===== src/rtl/pm_pkg.sv =====
package pm_pkg;

    localparam int REG_W = 8;
    localparam int FLD_W = REG_W - 1;
    localparam int SEL_W = 2;
    localparam int NCNT  = 2;

    typedef enum logic [SEL_W-1:0] {
        SEL_FLT_LO = 2'd0,
        SEL_FLT_HI = 2'd1,
        SEL_FEB_LO = 2'd2,
        SEL_FEB_HI = 2'd3
    } reg_sel_e;

    typedef struct packed {
        logic feb;
        logic flt;
    } evt_t;

    function automatic logic sel_is_high(input reg_sel_e s);
        return s[0];
    endfunction

    function automatic logic sel_counter(input reg_sel_e s);
        return s[1];
    endfunction

endpackage


===== src/rtl/pm_evt_route.sv =====
module pm_evt_route
    import pm_pkg::*;
(
    input  logic mf_aligned,
    input  logic fas_err,
    input  logic crc_err,
    input  logic ebit_err,
    output evt_t evt
);
    always_comb begin
        evt.flt = mf_aligned ? crc_err : fas_err;
        evt.feb = mf_aligned & ebit_err;
    end
endmodule


===== src/rtl/pm_err_counter.sv =====
module pm_err_counter #(
    parameter int CNT_W = 14,
    localparam int LO_W = (CNT_W + 1) / 2,
    localparam int HI_W = CNT_W - LO_W
) (
    input  logic             clk,
    input  logic             rst,
    input  logic             inc,
    input  logic             poll,
    input  logic             tick,
    input  logic             rd_lo,
    output logic [CNT_W-1:0] run_cnt,
    output logic [CNT_W-1:0] view,
    output logic [HI_W-1:0]  hold
);
    localparam logic [CNT_W-1:0] CNT_MAX = {CNT_W{1'b1}};

    logic [CNT_W-1:0] run_q, snap_q, base, run_d;
    logic [HI_W-1:0]  hold_q;
    logic             restart;

    always_comb begin
        restart = poll ? rd_lo : tick;
        base    = restart ? '0 : run_q;
        run_d   = (inc && base != CNT_MAX) ? base + 1'b1 : base;
        view    = poll ? run_q : snap_q;
    end

    always_ff @(posedge clk) begin
        if (rst) begin
            run_q  <= '0;
            snap_q <= '0;
            hold_q <= '0;
        end else begin
            run_q <= run_d;
            if (!poll && tick)
                snap_q <= run_q;
            if (rd_lo)
                hold_q <= view[CNT_W-1:LO_W];
        end
    end

    assign run_cnt = run_q;
    assign hold    = hold_q;
endmodule


===== src/rtl/pm_rd_port.sv =====
module pm_rd_port
    import pm_pkg::*;
#(
    parameter int CNT_W = 14,
    localparam int LO_W = (CNT_W + 1) / 2,
    localparam int HI_W = CNT_W - LO_W
) (
    input  logic             clk,
    input  logic             rst,
    input  logic             rd_en,
    input  logic [SEL_W-1:0] rd_addr,
    input  logic [CNT_W-1:0] view [NCNT],
    input  logic [HI_W-1:0]  hold [NCNT],
    output logic [NCNT-1:0]  rd_lo,
    output logic [REG_W-1:0] rd_data
);
    reg_sel_e         sel;
    logic             cidx, is_hi;
    logic [FLD_W-1:0] lo_f, hi_f;

    always_comb begin
        sel   = reg_sel_e'(rd_addr);
        cidx  = sel_counter(sel);
        is_hi = sel_is_high(sel);
        lo_f  = FLD_W'(view[cidx][LO_W-1:0]);
        hi_f  = FLD_W'(hold[cidx]);
    end

    for (genvar g = 0; g < NCNT; g++) begin : g_lo
        assign rd_lo[g] = rd_en && !is_hi && (cidx == 1'(g));
    end

    always_ff @(posedge clk) begin
        if (rst)
            rd_data <= {1'b1, {FLD_W{1'b0}}};
        else if (rd_en)
            rd_data <= {1'b1, is_hi ? hi_f : lo_f};
    end
endmodule


===== src/rtl/pm_err_regs.sv =====
module pm_err_regs
    import pm_pkg::*;
#(
    parameter int CNT_W = 14,
    localparam int LO_W = (CNT_W + 1) / 2,
    localparam int HI_W = CNT_W - LO_W
) (
    input  logic             clk,
    input  logic             rst,
    input  logic             poll_mode,
    input  logic             mf_aligned,
    input  logic             fas_err,
    input  logic             crc_err,
    input  logic             ebit_err,
    input  logic             sec_tick,
    input  logic             rd_en,
    input  logic [SEL_W-1:0] rd_addr,
    output logic [REG_W-1:0] rd_data
);
    evt_t             evt;
    logic [NCNT-1:0]  inc, rd_lo;
    logic [CNT_W-1:0] run_cnt [NCNT];
    logic [CNT_W-1:0] view    [NCNT];
    logic [HI_W-1:0]  hold    [NCNT];

    pm_evt_route u_route (
        .mf_aligned (mf_aligned),
        .fas_err    (fas_err),
        .crc_err    (crc_err),
        .ebit_err   (ebit_err),
        .evt        (evt)
    );

    assign inc = {evt.feb, evt.flt};

    for (genvar g = 0; g < NCNT; g++) begin : g_cnt
        pm_err_counter #(.CNT_W(CNT_W)) u_cnt (
            .clk     (clk),
            .rst     (rst),
            .inc     (inc[g]),
            .poll    (poll_mode),
            .tick    (sec_tick),
            .rd_lo   (rd_lo[g]),
            .run_cnt (run_cnt[g]),
            .view    (view[g]),
            .hold    (hold[g])
        );
    end

    pm_rd_port #(.CNT_W(CNT_W)) u_rd (
        .clk     (clk),
        .rst     (rst),
        .rd_en   (rd_en),
        .rd_addr (rd_addr),
        .view    (view),
        .hold    (hold),
        .rd_lo   (rd_lo),
        .rd_data (rd_data)
    );
endmodule


===== config.mk =====
export PLATFORM = sky130hd
export DESIGN_NAME = pm_err_regs
export DESIGN_NICKNAME = d
export VERILOG_FILES = /design/src/rtl/pm_pkg.sv /design/src/rtl/pm_evt_route.sv /design/src/rtl/pm_err_counter.sv /design/src/rtl/pm_rd_port.sv /design/src/rtl/pm_err_regs.sv
export SDC_FILE = /design/constraint.sdc
export NUM_CORES = 1
export LEC_CHECK = 0
export BUFFER_PORTS_ARGS = -buffer_cell sky130_fd_sc_hd__buf_2
export CELL_PAD_IN_SITES_DETAIL_PLACEMENT = 1
export CELL_PAD_IN_SITES_GLOBAL_PLACEMENT = 1
export CORE_MARGIN = 2
export CORE_UTILIZATION = 52
export CTS_BUF_LIST = sky130_fd_sc_hd__clkbuf_8
export DETAILED_ROUTE_END_ITERATION = 6
export GPL_TIMING_DRIVEN = 0
export HOLD_SLACK_MARGIN = 0.05
export PLACE_DENSITY_LB_ADDON = 0.1
export SETUP_SLACK_MARGIN = 0.05
export SLEW_MARGIN = 0
export SYNTH_ARGS = -nofsm -noshare
export SYNTH_HDL_FRONTEND = slang
export SYNTH_SLANG_ARGS = --single-unit

===== constraint.sdc =====
create_clock -name clk -period 3.65 [get_ports clk]
set_input_delay 0.1825 -clock clk [delete_from_list [all_inputs] [get_ports clk]]
set_output_delay 0.1825 -clock clk [all_outputs]
set_load 0.005 [all_outputs]

==> impl_metrics.toml <==
[die]
num_rows = 30
core_area_um2 = 6794
die_height_um = 88.01
start_util_pct = 54.01
die-area_um2 = 7745
ios = 19
chipWidth_um = 88.01

[sta]
slew_violations = 0
slew_headroom_pct = 56.27
finClkSkew_ns = 0.007155
finalHoldViolations = 0
finalSetupViolations = 0
rsz0062_at_grt = "false"
fmax_ghz = 0.4505
finalCriticalPeriod_ns = 2.220
worstMarginPinSlew_ns = 0.6560
setup-tns-final_ns = 0
holdWs_ns = 0.3216
fin_crit_sh_pct = 60.82

[layout]
layout_commonest_cell = "nand2_1"
fin_nets = 462
antennaDiodeCount = 0
drive_above_1_share_pct = 12.11
layout_common_cells = "nand2_1, dfxtp_1, nor2_1"
syn2layout_area_growth_pct = 10.26
stdcell_count = 550
utilization_pct = 59.56

[detailed_routing]
detail_route.first_pass.iterations = 4
vias = 3245
viasPerCell = 5.900
postRouteAntennaNets = 0
drt-initial-drc-count = 138
avgRoutedWirePerCell_um = 18.28
drc = 0
wl_um = 10060

[setup_path]
cp.required_ns = 3.86
cp.arrival_ns = 2.43
cp_num_buf_inv = 1
cp-start-kind = "input port"
cp_max_fo = 10
critPathMaxStageDelay_ns = 0.47
path_class = "input port to register"
critPathTopFamily = "simple AND/OR/NAND/NOR gates"
cp-end-kind = "register"
cp_slowest_cell = "nor4_2"
cp_cell_sequence = "buf_2, nor3b_4, a21oi_2, and2_1, ha_1, nand4_1, nor4_2, a21oi_1, xnor2_1, nor2_1"

[yosys]
ys_seq_elements = 77
synth_top_cell_area_share_pct = 42.00
synth_edf_count = 0
synth_area_leader_cell = "dfxtp_1"
ys_warn_count = 0
synth_flop_cell = "dfxtp_1"
synth_nets = 438
syn_area_per_cell_um2 = 8.635
syn_inst = 425
synth-seq-area-share_pct = 42.00
ys_types = 48
synthTopCellsByArea = "dfxtp_1, nand2_1, mux2i_1, a21oi_1, a211oi_1"
synthesis.area_um2 = 3670
synthArstFlopShare_pct = 0

[clock_network]
cts_tree = "yes"
clk_latency_ns = 0.35
root_buffer = "clkbuf_8"
max-clock-path-buffers = 2
cts_setup_buffers = 0
clk_pin_slew_ns = 0.08
cts-buffers-inserted = 9
cts_hold_buf = 0
cts.htree.levels = 3
post_cts_resized = 0
cts.sinks = 77

[global_route]
grt_pass1_vias = 3174
grtUsageTotal_pct = 27.58
overflow = 0
grt_first_pass_wirelength_um = 16300
grt_max_degree = 14
antenna_found_initial = 0

[power_and_ir_drop]
leakage_nw = 1.422
peakVddDrop_uv = 232.6
p_per_area_nw_per_um2 = 405.3

[place]
dp.cells = 534
dp_hpwl_um = 7300
gp_congestion = 0.8108
numPortBuffers = 13

[flow_run]
cap_violations = 0

[min_path]
hold_path.class = "input port to register"

[outcome]
outcome = "complete, no violations"
-- routing by layer --
layer | vias up | global-route usage, % | routed length (um)
li1 | 1552 | - | -
met1 | 1625 | 37.91 | 4886
met2 | 56 | 45.11 | 4784
met3 | 12 | 4.336 | 250
met4 | 0 | 7.692 | 134
met5 | - | 0 | 0
-- power by group --
part / leakage, nW / internal (mW) / switching, mW
clock: 0.0964 / 0.312 / 0.327
combinational: 0.703 / 0.0462 / 0.0889
sequential: 0.623 / 0.854 / 0.0117
total: 1.42 / 1.21 / 0.427
-- per-stage QoR --
stage	setup WS [ns]	power, mW	area, um^2
floorplan	1.559	0.9734	3670
global placement	1.179	1.013	3855
detailed placement	1.059	1.019	3855
CTS	1.401	1.646	4046
global route	1.141	1.699	4046
finish	1.430	1.640	4046
-- worst min-delay path, delay by kind of cell --
| kind | cells | cell delay, ns |
|---|---|---|
| and+or+nand+nor | 1 | 0.08 |
| AOI/OAI and AO/OA | 2 | 0.14 |
| buffers and inverters | 1 | 0.22 |
-- cell type report --
class                           instances  area (um^2)
Buffer                                 27        133.9
Clock buffer                            9        123.9
Clock inverter                          7        67.56
Fill cell                             826         2748
Inverter                                3        11.26
Multi-Input combinational cell        318         1983
Sequential cell                        77         1541
Tap cell                               96        120.1
Timing Repair Buffer                   13        65.06
-- cells in the mapped netlist (3+ instances only) --
library cell and n:
a31oi_1 4, and4_1 4, a21oi_1 37, mux4_2 6, clkbuf_1 15, dfxtp_1 77
and2_1 4, inv_1 3, a211oi_1 21, buf_2 7, nand4_1 12, mux2i_1 25
nand3_1 5, and3_1 5, nor2_1 39, xnor2_1 10, nand2b_1 7, o21ai_0 9
nand2_1 83, o22ai_1 6, xor2_1 9, nor3_1 6
-- cell families after synthesis --
family / synth area share (%)
buffers and inverters: 3.955
multiplexers: 10.81
AND/OR/NAND/NOR: 23.97
adder cells (fa/ha/maj): 0.6818
flip-flops: 42.00
AO/OA/AOI/OAI: 13.94
XOR/XNOR: 4.535
other: 0.1022
-- worst paths after layout --
| kind | cells past startpoint | slack [ns] | from | endpoint |
|---|---|---|---|---|
| hold reg to reg | 2 | 0.46 | g_cnt[1].u_cnt.snap_q[1] | g_cnt[1].u_cnt.snap_q[1] |
| setup / recovery | 10 | 1.43 | rd_addr[0] | g_cnt[0].u_cnt.run_cnt[0] |
| setup reg to reg | 7 | 1.58 | g_cnt[0].u_cnt.run_cnt[0] | g_cnt[0].u_cnt.run_cnt[0] |
| hold / removal | 4 | 0.32 | rd_addr[0] | u_rd.rd_data[0] |
-- registers in the layout, summed over array words and instances, names as in the netlist --
register / count
u_rd.rd_data: 7
g_cnt.u_cnt.snap_q: 28
g_cnt.u_cnt.hold: 14
g_cnt.u_cnt.run_cnt: 28
(Power assumes the default switching activity.)
